===== config.mk =====
export PLATFORM = sky130hd
export DESIGN_NAME = rank_pwr_ref_ctrl
export DESIGN_NICKNAME = d
export VERILOG_FILES = /design/src/rtl/rank_ctrl_pkg.sv /design/src/rtl/rank_ref_timer.sv /design/src/rtl/rank_ref_fsm.sv /design/src/rtl/rank_pwr_fsm.sv /design/src/rtl/rank_pwr_ref_ctrl.sv
export SDC_FILE = /design/constraint.sdc
export NUM_CORES = 1
export LEC_CHECK = 0
export BUFFER_PORTS_ARGS = -buffer_cell sky130_fd_sc_hd__clkbuf_2
export CAP_MARGIN = 20
export CORE_ASPECT_RATIO = 1.75
export CORE_MARGIN = 1.5
export CORE_UTILIZATION = 50
export DETAILED_ROUTE_END_ITERATION = 8
export PLACE_DENSITY = 0.78
export RECOVER_POWER = 100
export SYNTH_ARGS = -nofsm -noshare
export SYNTH_HDL_FRONTEND = slang
export SYNTH_SLANG_ARGS = --single-unit

===== constraint.sdc =====
create_clock -name clk_i -period 3.45 [get_ports clk_i]
set_clock_uncertainty 0.05 [all_clocks]
set_input_delay 0.1725 -clock clk_i [delete_from_list [all_inputs] [get_ports clk_i]]
set_output_delay 0.1725 -clock clk_i [all_outputs]
set_load 0.03 [all_outputs]

===== src/rtl/rank_ctrl_pkg.sv =====
package rank_ctrl_pkg;

  typedef enum logic [1:0] {
    REF_IDLE  = 2'd0,
    REF_DRAIN = 2'd1,
    REF_PREALL = 2'd2,
    REF_BUSY  = 2'd3
  } ref_state_e;

  typedef enum logic [2:0] {
    PS_IDLE   = 3'd0,
    PS_ACT    = 3'd1,
    PS_REF    = 3'd2,
    PS_PD_PRE = 3'd3,
    PS_PD_ACT = 3'd4,
    PS_EXIT   = 3'd5
  } pwr_state_e;

endpackage


===== src/rtl/rank_ref_timer.sv =====
module rank_ref_timer #(
  parameter int unsigned T_REFI = 7800
) (
  input  logic clk_i,
  input  logic rst_ni,
  input  logic ref_idle_i,
  input  logic reload_i,
  output logic due_o
);
  localparam int unsigned CW = (T_REFI > 2) ? $clog2(T_REFI) : 1;

  logic [CW-1:0] cnt_q;

  always_ff @(posedge clk_i or negedge rst_ni) begin
    if (!rst_ni)             cnt_q <= CW'(T_REFI - 1);
    else if (reload_i)       cnt_q <= CW'(T_REFI - 1);
    else if (cnt_q != '0)    cnt_q <= cnt_q - 1'b1;
  end

  assign due_o = ref_idle_i && (cnt_q == '0);

  a_r2_due_only_idle: assert property (@(posedge clk_i) disable iff (!rst_ni)
    due_o |=> !ref_idle_i);

endmodule


===== src/rtl/rank_ref_fsm.sv =====
module rank_ref_fsm
  import rank_ctrl_pkg::*;
#(
  parameter int unsigned T_RP  = 12,
  parameter int unsigned T_RFC = 280
) (
  input  logic       clk_i,
  input  logic       rst_ni,
  input  logic       due_i,
  input  logic       busy_i,
  input  logic       banks_open_i,
  input  logic       pwr_ready_i,
  output ref_state_e state_o,
  output logic       pre_all_o,
  output logic       refresh_o,
  output logic       done_o
);
  localparam int unsigned MAXW = (T_RP > T_RFC) ? T_RP : T_RFC;
  localparam int unsigned WW   = $clog2(MAXW + 1);

  ref_state_e st_q, st_d;
  logic [WW-1:0] wcnt_q;
  logic go, wdone;

  assign go    = !busy_i && pwr_ready_i;
  assign wdone = (wcnt_q == '0);

  always_comb begin
    st_d = st_q;
    unique case (st_q)
      REF_IDLE:   if (due_i) st_d = REF_DRAIN;
      REF_DRAIN:  if (go) st_d = banks_open_i ? REF_PREALL : REF_BUSY;
      REF_PREALL: if (wdone) st_d = REF_BUSY;
      REF_BUSY:   if (wdone) st_d = REF_IDLE;
      default:    st_d = REF_IDLE;
    endcase
  end

  always_ff @(posedge clk_i or negedge rst_ni) begin
    if (!rst_ni) begin
      st_q   <= REF_IDLE;
      wcnt_q <= '0;
    end else begin
      st_q <= st_d;
      if (st_q != REF_PREALL && st_d == REF_PREALL)   wcnt_q <= WW'(T_RP - 1);
      else if (st_q != REF_BUSY && st_d == REF_BUSY)  wcnt_q <= WW'(T_RFC - 1);
      else if (!wdone)                                 wcnt_q <= wcnt_q - 1'b1;
    end
  end

  assign state_o   = st_q;
  assign pre_all_o = (st_q == REF_DRAIN) && go && banks_open_i;
  assign refresh_o = ((st_q == REF_DRAIN) && go && !banks_open_i) ||
                     ((st_q == REF_PREALL) && wdone);
  assign done_o    = (st_q == REF_BUSY) && wdone;

  a_r3_no_cmd_while_busy: assert property (@(posedge clk_i) disable iff (!rst_ni)
    (pre_all_o || refresh_o) |-> !busy_i);
  a_r4_single_pre: assert property (@(posedge clk_i) disable iff (!rst_ni)
    pre_all_o |=> !pre_all_o);
  a_r4_cmd_exclusive: assert property (@(posedge clk_i) disable iff (!rst_ni)
    $onehot0({pre_all_o, refresh_o}));
  a_r6_single_ref: assert property (@(posedge clk_i) disable iff (!rst_ni)
    refresh_o |=> !refresh_o);

endmodule


===== src/rtl/rank_pwr_fsm.sv =====
module rank_pwr_fsm
  import rank_ctrl_pkg::*;
#(
  parameter int unsigned T_XP = 6,
  parameter int unsigned BW   = 4
) (
  input  logic          clk_i,
  input  logic          rst_ni,
  input  logic [BW-1:0] act_banks_i,
  input  logic          busy_i,
  input  logic          idle_hint_i,
  input  logic          new_req_i,
  input  logic          ref_idle_i,
  input  logic          ref_due_i,
  input  logic          ref_drain_i,
  input  logic          refresh_i,
  input  logic          ref_done_i,
  output pwr_state_e    state_o,
  output logic          ready_o,
  output logic          pd_o
);
  localparam int unsigned XW = $clog2(T_XP + 1);

  pwr_state_e st_q, st_d;
  logic [XW-1:0] xp_q;
  logic open_b, enter_pd, wake, xp_ld;

  assign open_b   = (act_banks_i != '0);
  assign enter_pd = idle_hint_i && !busy_i && !new_req_i && ref_idle_i && !ref_due_i;
  assign wake     = new_req_i || !idle_hint_i || ref_due_i || ref_drain_i;

  always_comb begin
    st_d  = st_q;
    xp_ld = 1'b0;
    unique case (st_q)
      PS_IDLE, PS_ACT: begin
        if (refresh_i)     st_d = PS_REF;
        else if (enter_pd) st_d = open_b ? PS_PD_ACT : PS_PD_PRE;
        else               st_d = open_b ? PS_ACT : PS_IDLE;
      end
      PS_REF:            if (ref_done_i) st_d = PS_IDLE;
      PS_PD_PRE, PS_PD_ACT: begin
        if (wake) begin
          st_d  = PS_EXIT;
          xp_ld = 1'b1;
        end
      end
      PS_EXIT:           if (xp_q == '0) st_d = open_b ? PS_ACT : PS_IDLE;
      default:           st_d = PS_IDLE;
    endcase
  end

  always_ff @(posedge clk_i or negedge rst_ni) begin
    if (!rst_ni) begin
      st_q <= PS_IDLE;
      xp_q <= '0;
    end else begin
      st_q <= st_d;
      if (xp_ld)                               xp_q <= XW'(T_XP - 1);
      else if (st_q == PS_EXIT && xp_q != '0)  xp_q <= xp_q - 1'b1;
    end
  end

  assign state_o = st_q;
  assign pd_o    = (st_q == PS_PD_PRE) || (st_q == PS_PD_ACT);
  assign ready_o = (st_q == PS_IDLE) || (st_q == PS_ACT) || (st_q == PS_REF);

  a_r8_pd_entry_quiet: assert property (@(posedge clk_i) disable iff (!rst_ni)
    $rose(pd_o) |-> ($past(idle_hint_i) && !$past(busy_i)));
  a_r9_due_wakes: assert property (@(posedge clk_i) disable iff (!rst_ni)
    (pd_o && ref_due_i) |=> !pd_o);

endmodule


===== src/rtl/rank_pwr_ref_ctrl.sv =====
module rank_pwr_ref_ctrl
  import rank_ctrl_pkg::*;
#(
  parameter int unsigned NUM_BANKS = 8,
  parameter int unsigned T_REFI    = 7800,
  parameter int unsigned T_RFC     = 280,
  parameter int unsigned T_RP      = 12,
  parameter int unsigned T_XP      = 6,
  localparam int unsigned BW       = $clog2(NUM_BANKS + 1)
) (
  input  logic          clk_i,
  input  logic          rst_ni,
  input  logic [BW-1:0] act_banks_i,
  input  logic          busy_i,
  input  logic          idle_hint_i,
  input  logic          new_req_i,
  output logic          rank_avail_o,
  output logic          pre_all_o,
  output logic          refresh_o,
  output logic          pd_o,
  output logic [2:0]    pwr_state_o
);
  ref_state_e ref_st;
  pwr_state_e pwr_st;
  logic ref_idle, ref_due, ref_done, pwr_ready;

  assign ref_idle = (ref_st == REF_IDLE);

  rank_ref_timer #(.T_REFI(T_REFI)) i_timer (
    .clk_i      (clk_i),
    .rst_ni     (rst_ni),
    .ref_idle_i (ref_idle),
    .reload_i   (ref_done),
    .due_o      (ref_due)
  );

  rank_ref_fsm #(.T_RP(T_RP), .T_RFC(T_RFC)) i_ref (
    .clk_i        (clk_i),
    .rst_ni       (rst_ni),
    .due_i        (ref_due),
    .busy_i       (busy_i),
    .banks_open_i (act_banks_i != '0),
    .pwr_ready_i  (pwr_ready),
    .state_o      (ref_st),
    .pre_all_o    (pre_all_o),
    .refresh_o    (refresh_o),
    .done_o       (ref_done)
  );

  rank_pwr_fsm #(.T_XP(T_XP), .BW(BW)) i_pwr (
    .clk_i       (clk_i),
    .rst_ni      (rst_ni),
    .act_banks_i (act_banks_i),
    .busy_i      (busy_i),
    .idle_hint_i (idle_hint_i),
    .new_req_i   (new_req_i),
    .ref_idle_i  (ref_idle),
    .ref_due_i   (ref_due),
    .ref_drain_i (ref_st == REF_DRAIN),
    .refresh_i   (refresh_o),
    .ref_done_i  (ref_done),
    .state_o     (pwr_st),
    .ready_o     (pwr_ready),
    .pd_o        (pd_o)
  );

  assign rank_avail_o = ref_idle && pwr_ready && (pwr_st != PS_REF);
  assign pwr_state_o  = pwr_st;

  a_r10_no_cmd_in_pd: assert property (@(posedge clk_i) disable iff (!rst_ni)
    pd_o |-> !(pre_all_o || refresh_o));
  a_r10_pd_blocks_avail: assert property (@(posedge clk_i) disable iff (!rst_ni)
    pd_o |-> !rank_avail_o);
  a_r6_ref_hides_rank: assert property (@(posedge clk_i) disable iff (!rst_ni)
    refresh_o |=> !rank_avail_o);

endmodule


; ---- Word level (Yosys, flattened, before mapping)
; Index checks and enable logic that the tools add are counted.
[word_totals]
mem_bits_ro = 0
in_bits = 9
ramBits = 0
latchBits = 0
word_cells = 89
n_memories = 0
reg_bits = 30
[classes]
reduce_logical = 41
n_mul = 0
bitwise = 0
n_div = 0
n_lt_le_gt_ge = 0
n_mux = 23
eq_ne = 17
n_addsub = 3
shift = 0
[op_table]
columns = cell, n
row1 = $mux 9, 3
row2 = $mux 13, 2
row3 = $mux 3, 8
row4 = $logic_and 1x1->1, 16
row5 = $logic_not 13->1, 1
row6 = $reduce_bool 13->1, 1
row7 = $sub 13x1->13 const B, 1
row8 = $pmux 3 s4, 1
row9 = $logic_not 9->1, 1
row10 = $sub 9x1->9 const B, 1
row11 = $eq 2x2->1 const B, 4
row12 = $mux 2, 4
row13 = $pmux 2 s4, 1
row14 = $logic_or 1x1->1, 7
row15 = $eq 3x2->1 const B, 2
row16 = $eq 3x3->1 const B, 2
row17 = $logic_not 3->1, 2
row18 = $ne 2x1->1 const B, 3
row19 = $logic_not 1->1, 5
row20 = $mux 1, 4
row21 = $ne 2x2->1 const B, 2
row22 = $reduce_bool 2->1, 2
row23 = $reduce_bool 4->1, 1
row24 = $reduce_or 2->1, 2
row25 = 8 further kinds, 8

; ---- Logic depth before layout (Yosys ltp)
; Gate-level depths: netlist of run 1.
[depth]
word_depth = 10
mapped_depth = 11
mapped_depth_nobuf = 10

; ---- Cells and area by module
; Synthesis of run 1 repeated with hierarchy kept, for this count alone.
[unflattened]
cells_unflattened = 197
area_unflattened_um2 = 1918.1
[modules_own_cells]
columns = mod, area_per_inst_um2, n_inst, seq_area_each_um2, cells_each
row1 = rank_ref_timer, 719.4, 1, 337.8, 74
row2 = rank_ref_fsm, 680.7, 1, 275.3, 66
row3 = rank_pwr_fsm, 486.7, 1, 150.1, 52
row4 = rank_pwr_ref_ctrl, 31.3, 1, 0.0, 5

; ---- Least setup slack after synthesis of run 1
; OpenSTA, ideal clock, no wires.
[synth_path]
path_kind = register -> register
startpoint = reg i_timer.cnt_q[0]
endpoint = reg i_pwr.st_q[0] (netlist: i_pwr.state_o[0])
synth_period_minus_slack_ns = 2.765
n_path_buf = 1
setup_time_ns = 0.126
slack_ns = 0.685
required_ns = 3.274
arrival_ns = 2.589
stages_incl_launch_ff = 12
cell_sequence = dfstp_2 > inv_1 > ha_1 > or3b_4 > or4_4 > buf_6 > nand2_1 > nor3_1 > ha_1 > nor2_1 > and3_1 > o32a_1
[synth_via]
elab_chain_cells = 7
elab_cells_between_ends = 11
[synth_lines]
columns = item, line_no
row1 = from (decl), rank_ref_timer.sv:12  ; logic [CW-1:0] cnt_q;
row2 = from (signal assigned), rank_ref_timer.sv:15  ; if (!rst_ni) cnt_q <= CW'(T_REFI - 1);
row3 = from (signal assigned), rank_ref_timer.sv:16  ; else if (reload_i) cnt_q <= CW'(T_REFI - 1);
row4 = from (signal assigned), rank_ref_timer.sv:17  ; else if (cnt_q != '0) cnt_q <= cnt_q - 1'b1;
row5 = $logic_not 13->1 *, rank_ref_timer.sv:20  ; assign due_o = ref_idle_i && (cnt_q == '0);
row6 = $logic_and 1x1->1 *, rank_ref_timer.sv:20
row7 = $logic_not 1->1, rank_pwr_fsm.sv:29  ; assign enter_pd = idle_hint_i && !busy_i && !new_req_i && ref_idle_i && !ref_due_i;
row8 = $logic_and 1x1->1, rank_pwr_fsm.sv:29
row9 = $mux 3, rank_pwr_fsm.sv:38  ; else if (enter_pd) st_d = open_b ? PS_PD_ACT : PS_PD_PRE;
row10 = $mux 3, rank_pwr_fsm.sv:37  ; if (refresh_i) st_d = PS_REF;
row11 = $pmux 3 s4, rank_pwr_fsm.sv:35  ; unique case (st_q)
row12 = to (signal assigned), rank_pwr_fsm.sv:58  ; st_q <= st_d;
row13 = to (decl), rank_pwr_fsm.sv:24  ; pwr_state_e st_q, st_d;
; Mark *: on every way between the ends. The rest lies on a longest branch, timed or not.
; A chain may end at the register's enable or synchronous reset.

; ---- Worst setup path in the final report of run 1
; Ends and elaborated chain as after synthesis.

==> results.sh, run 1 <==
export IMPL_synth_seq_area_share_pct=39.7
export IMPL_yosys_top_cells_area="dfrtp_1 (26%), dfstp_2 (14%), ha_1 (5.2%)"
export IMPL_crit_type="register to register"
export IMPL_async_flop_share_pct=100
export IMPL_dp_hpwl_um=2890
export IMPL_route_detailed_drc=0
export IMPL_r2r_cells=10
export IMPL_ys_warn_count=0
export IMPL_internal_power_uw=664
export IMPL_core_area_um2=3660
export IMPL_timing_slew_headroom_pct=-7.00
export IMPL_wirelength_um=3890
export IMPL_worstPathMaxFanout=9
export IMPL_synth_seq_cells=30
export IMPL_grt_usage_pct=21.4
export IMPL_postLayoutCellArea_um2=2080
export IMPL_crit_cells=10
export IMPL_crit_start="i_timer.cnt_q[0]"
export IMPL_cts_tree="done"
export IMPL_mappedNetlistNets=223
export IMPL_clk_latency_ns=0.28
export IMPL_cp_common_cell="ha_1"
export IMPL_die_area_um2=4240
export IMPL_p_leak_uw=0.000917
export IMPL_clock_power_share_pct=37.3
export IMPL_period_share_pct=84.8
export IMPL_fmax_mhz=342
export IMPL_grt_first_pass_wirelength_um=7060
export IMPL_cpPeakStageDelay_ns=0.70
export IMPL_worst_pin_slew_ns=1.60
export IMPL_yosys_area_top_type="dfrtp_1"
export IMPL_antenna_found_initial=0
export IMPL_cap_violations=1
export IMPL_clk_path_buf_depth=2
export IMPL_pwr_share_seq_pct=44.9
export IMPL_h_tree_depth=2
export IMPL_synth_top_area_share_pct=26.0
export IMPL_start_kind="register"
export IMPL_sw_frac_of_total_pct=28.0
export IMPL_cp_num_buf_inv=1
export IMPL_initial_utilization_pct=52.5
export IMPL_arrival_ns=3.04
export IMPL_violations="max-capacitance violations, max-slew violations"
export IMPL_reg2reg_setup_slack_ns=0.52
export IMPL_ys_flop_type="dfrtp_1"
export IMPL_slowest_stage="or4_1"
export IMPL_overflow=0
export IMPL_fp_dieH_um=85.0
export IMPL_ys_types=57
export IMPL_cts_made_buffers=5
export IMPL_cp_cell_sequence="inv_1 > ha_1 > or3b_1 > or4_1 > nand2_1 > nor3_1 > ha_1 > nor2_1 > and3_1 > o32a_1"
export IMPL_cts_num_sinks=30
export IMPL_peakVddDrop_mv=0.370
export IMPL_viasPerCell=5.82
export IMPL_routabilityCongestion=0.819
export IMPL_synth_edf_count=0
export IMPL_cts_root_buf="clkbuf_8"
export IMPL_area_growth_pct=8.20
export IMPL_post_route_util_pct=56.8
export IMPL_holdPathStages=5
export IMPL_diodes=0
export IMPL_worstReg2RegStart="i_timer.cnt_q[0]"
export IMPL_fin_total_pwr_uw=923
export IMPL_rows=29
export IMPL_cp_endpoint="i_pwr.state_o[0]"
export IMPL_min_delay_path_class="primary input to register"
export IMPL_netlist_area_um2=1920
export IMPL_r2r_end="i_pwr.state_o[0]"
export IMPL_io_pins=16
export IMPL_synthCells=206
export IMPL_path_clk_slew_ns=0.06
export IMPL_drt_iter0_drc=15
export IMPL_first_pass_iters=4
export IMPL_num_vias=1572
export IMPL_final_max_slew_viol_count=31
export IMPL_p_comb_share_pct=17.8
export IMPL_rsz0062_at_grt="no"
export IMPL_drive_gt1_share_pct=14.3
export IMPL_status="finished with violations"
export IMPL_hold_viol_final=0
export IMPL_place_area_um2=2020
export IMPL_finalCriticalPeriod_ns=2.93
export IMPL_critPathCaptureType="register"
export IMPL_synth_most_common_cell="nand2_1"
export IMPL_avgRoutedWirePerCell_um=14.4
export IMPL_die_w_um=49.9
export IMPL_crit_family="simple AND/OR/NAND/NOR gates"
export IMPL_setup_violations_final=0
export IMPL_p_switching_uw=258
export IMPL_postCtsSetupBuffers=0
export IMPL_powerDensity_nw_per_um2=444
export IMPL_avgSynthCellArea_um2=9.34
export IMPL_ant_nets=0
export IMPL_nNetsFinal=240
export IMPL_first_global_vias=1596
export IMPL_setup_tns_ns=0
export IMPL_crit_required_ns=3.57
export IMPL_grt_max_degree=31
export IMPL_yosys_top_cells_count="nand2_1 (23), dfrtp_1 (20), nor2_1 (18), inv_1 (11), dfstp_2 (10)"
export IMPL_portBuffers=15
-- tightest hold or removal path, delay by kind of cell --
family / cells / cell delay (ns)
AO/OA/AOI/OAI: 2 / 0.16
AND/OR/NAND/NOR: 2 / 0.15
buffers and inverters: 1 / 0.09
-- repair_timing --
action / in CTS / in global routing
endpoints found under the hold margin: 20 / 0
resized for setup: 0 / 0
hold buffers: 1 / 0
-- cells by family (layout without fill, tap and decap cells) --
logic type | Yosys count | count (layout) | synth area share, %
muxes | 3 | 3 | 1.56
DFF | 30 | 30 | 39.7
xor gates and xnor gates | 8 | 8 | 3.64
adders and majority gates | 8 | 8 | 5.21
AOI/OAI and AO/OA | 43 | 43 | 16.1
and+or+nand+nor | 95 | 95 | 29.2
buffers and inverters | 19 | 37 | 4.55
-- area by class of cell --
type | count | area (um2)
Clock buffer | 7 | 76.3
Clock inverter | 1 | 30.0
Fill cell | 357 | 1580
Inverter | 11 | 41.3
Multi-Input combinational cell | 157 | 1020
Sequential cell | 30 | 763
Tap cell | 46 | 57.6
Timing Repair Buffer | 18 | 87.6
-- power by group through the flow --
stage,combinational [uW],sequential [uW],clock (uW)
floorplan,126,417,0
global placement,162,419,0
detailed placement,167,420,0
CTS,169,415,351
global route,189,419,362
finish,164,415,344
-- metal layers --
metal  GRT usage (%)  vias up  part of all wire [%]
met5               0        -                     0
met4            10.1        0                   2.0
met3            3.17        6                   1.9
met2            39.2       18                    55
met1            23.6      758                    41
li1                -      790                     -
-- metrics by stage --
| step | instances | hold slack, ns | setup slack [ns] |
|---|---|---|---|
| floorplan | 206 | -0.173 | 0.685 |
| global placement | 261 | 0.219 | 0.670 |
| detailed placement | 261 | 0.231 | 0.633 |
| CTS | 270 | 0.248 | 0.618 |
| global route | 270 | 0.330 | 0.337 |
| finish | 270 | 0.277 | 0.524 |
-- sequential cells by signal, summed over array words and instances (netlist names) --
| signal | count |
|---|---|
| i_pwr.state_o | 3 |
| i_ref.wcnt_q | 9 |
| i_pwr.xp_q | 3 |
| i_ref.state_o | 2 |
| i_timer.cnt_q | 13 |
-- layout by cell type, fill, tap and decap left out, types with 3 or more instances in the layout --
master / Yosys / layout
a21oi_1: 6 / 6
a31oi_1: 4 / 4
and2_0: 1 / 4
and4_1: 3 / 3
clkbuf_1: 5 / 10
clkbuf_2: 0 / 8
clkbuf_8: 0 / 5
dfrtp_1: 20 / 20
dfstp_2: 10 / 10
ha_1: 8 / 8
inv_1: 11 / 11
mux2i_1: 3 / 3
nand2_1: 23 / 23
nand2b_1: 3 / 3
nand3_1: 4 / 4
nor2_1: 18 / 18
nor3_1: 5 / 5
nor4_1: 6 / 7
o21ai_0: 5 / 9
o31ai_1: 3 / 3
or2_2: 3 / 3
or3b_1: 4 / 5
or4_1: 2 / 3
xnor2_1: 7 / 7
-- worst min path at each step --
| stage | from | end | slack, ns |
|---|---|---|---|
| after global placement | rst_ni | i_ref.wcnt_q[7] | 0.22 |
| after detailed placement | rst_ni | i_ref.wcnt_q[7] | 0.23 |
| after floorplan | rst_ni | i_pwr.state_o[0] | -0.17 |
| after global routing | idle_hint_i | i_pwr.xp_q[0] | 0.33 |
| final | busy_i | i_ref.state_o[0] | 0.28 |
| after CTS | busy_i | i_ref.state_o[0] | 0.25 |
(Power assumes the default switching activity.)
==> run 2, diff against run 1 <==
==> constraint.sdc (replaced) <==
create_clock -name clk_i -period 3 [get_ports clk_i]
set_clock_uncertainty 0.05 [all_clocks]
set_input_delay 0.15 -clock clk_i [delete_from_list [all_inputs] [get_ports clk_i]]
set_output_delay 0.15 -clock clk_i [all_outputs]
set_load 0.03 [all_outputs]
==> results.sh, run 2 (synthesis gave the netlist of run 1 again) <==
export IMPL_status="finished with violations"
export IMPL_violations="max-capacitance violations, max-slew violations"
export IMPL_portBuffers=15
export IMPL_fp_dieH_um=85.0
export IMPL_postCtsSetupBuffers=0
export IMPL_arrival_ns=2.89
export IMPL_route_detailed_drc=0
export IMPL_crit_type="register to register"
export IMPL_first_pass_iters=4
export IMPL_final_common_cell="nand2_1"
export IMPL_largest_reg_flops=13
export IMPL_avgRoutedWirePerCell_um=14.7
export IMPL_setup_tns_ns=0
export IMPL_worstHoldStart="idle_hint_i"
export IMPL_overflow=0
export IMPL_cts_made_buffers=5
export IMPL_wirelength_um=3980
export IMPL_die_area_um2=4240
export IMPL_setup_violations_final=0
export IMPL_grt_max_degree=31
export IMPL_fin_ws_ns=0.226
export IMPL_post_cts_resized=0
export IMPL_fmax_mhz=360
export IMPL_hold_viol_final=0
export IMPL_diodes=0
export IMPL_min_delay_path_class="primary input to register"
export IMPL_final_cell_mix="nand2_1 (23), dfrtp_1 (20), nor2_1 (18), inv_1 (11)"
export IMPL_r2r_end="i_pwr.state_o[0]"
export IMPL_grt_first_pass_wirelength_um=6950
export IMPL_ant_nets=0
export IMPL_dp_hpwl_um=2860
export IMPL_peakVddDrop_mv=0.409
export IMPL_cts_root_buf="clkbuf_8"
export IMPL_top_register="i_timer.cnt_q"
export IMPL_worstReg2RegStart="i_timer.cnt_q[0]"
export IMPL_first_global_vias=1575
export IMPL_p_leak_uw=0.000913
export IMPL_core_area_um2=3660
export IMPL_viasPerCell=5.98
export IMPL_io_pins=16
export IMPL_h_tree_depth=2
export IMPL_cts_num_sinks=30
export IMPL_worst_pin_slew_ns=1.56
export IMPL_worstPathMaxFanout=4
export IMPL_rows=29
export IMPL_cap_violations=1
export IMPL_timing_slew_headroom_pct=-3.72
export IMPL_start_kind="register"
export IMPL_post_place_ws_ns=0.247
export IMPL_die_w_um=49.9
export IMPL_drive_gt1_share_pct=15.1
export IMPL_r2r_cells=10
export IMPL_min_to="i_pwr.state_o[2]"
export IMPL_holdPathStages=4
export IMPL_clk_path_buf_depth=2
export IMPL_path_clk_slew_ns=0.06
export IMPL_cts_tree="done"
export IMPL_num_vias=1620
export IMPL_area_growth_pct=7.87
export IMPL_nNetsFinal=241
export IMPL_drt_iter0_drc=47
export IMPL_antenna_found_initial=0
export IMPL_reg2reg_setup_slack_ns=0.23
export IMPL_rsz0062_at_grt="no"
export IMPL_period_share_pct=92.5
export IMPL_grt_usage_pct=20.9
export IMPL_clk_latency_ns=0.28
export IMPL_final_max_slew_viol_count=31
export IMPL_reg_largest_list="i_timer.cnt_q x13, i_ref.wcnt_q x9"
export IMPL_initial_utilization_pct=52.5
export IMPL_routabilityCongestion=0.785
export IMPL_finalCriticalPeriod_ns=2.77
export IMPL_post_route_util_pct=56.6
export IMPL_crit_required_ns=3.12
export IMPL_powerDensity_nw_per_um2=482
export IMPL_holdBufCountCts=1
export IMPL_critPathCaptureType="register"
## run 2: metrics by stage
stage | power [uW] | hold WS, ns | instances | cell area (um2)
2_1_floorplan | 625 | -0.196 | 206 | 1920
3_3_place_gp | 670 | 0.196 | 262 | 2030
3_5_place_dp | 673 | 0.199 | 262 | 2030
4_1_cts | 1010 | 0.245 | 271 | 2130
5_1_grt | 1050 | 0.294 | 271 | 2070
6_report | 1000 | 0.275 | 271 | 2070
## run 2: worst max-delay path, stage by stage, from the launching register on
cell and delay, ns:
dfstp_2 0.37, inv_1 0.12, ha_1 0.18, or3b_4 0.40
or4_1 0.58, nand2_1 0.12, nor3_1 0.06, ha_1 0.29
nor2_1 0.04, and3_1 0.18, o32a_1 0.27
## run 2: power by group
| group | internal (uW) | switching, uW | leakage [uW] | total [uW] |
|---|---|---|---|---|
| Sequential | 436 | 39.7 | 0.000336 | 476 |
| Clock | 185 | 154 | 0.0000482 | 339 |
| Combinational | 79.3 | 107 | 0.000529 | 186 |
| Total | 701 | 300 | 0.000913 | 1000 |
## run 2: area by class of cell
type                    count  area (um2)
repair buffers             19        91.3
inverters                  11        41.3
clock inverters             1        5.00
clock buffers               7        86.3
fillers                   337        1590
multi-input cells         157        1030
flip-flops and latches     30         763
well taps                  46        57.6
## run 2: worst max path at each step
stage / from / end / slack [ns] / cells after the start
floorplan: i_timer.cnt_q[0] / i_pwr.state_o[0] / 0.23 / 11
global placement: i_timer.cnt_q[0] / i_pwr.state_o[0] / 0.28 / 10
detailed placement: i_timer.cnt_q[0] / i_pwr.state_o[0] / 0.25 / 10
CTS: i_timer.cnt_q[0] / i_pwr.state_o[0] / 0.23 / 10
global route: i_pwr.state_o[0] / pre_all_o / 0.08 / 4
finish: i_timer.cnt_q[0] / i_pwr.state_o[0] / 0.23 / 10
## run 2: layer usage
layer	vias to the layer above	track usage, %	share of wire, %
met5	-	0	0
met1	783	24.6	42
met3	8	2.64	2.8
li1	789	-	-
met2	40	36.1	53
met4	0	11.1	2.2
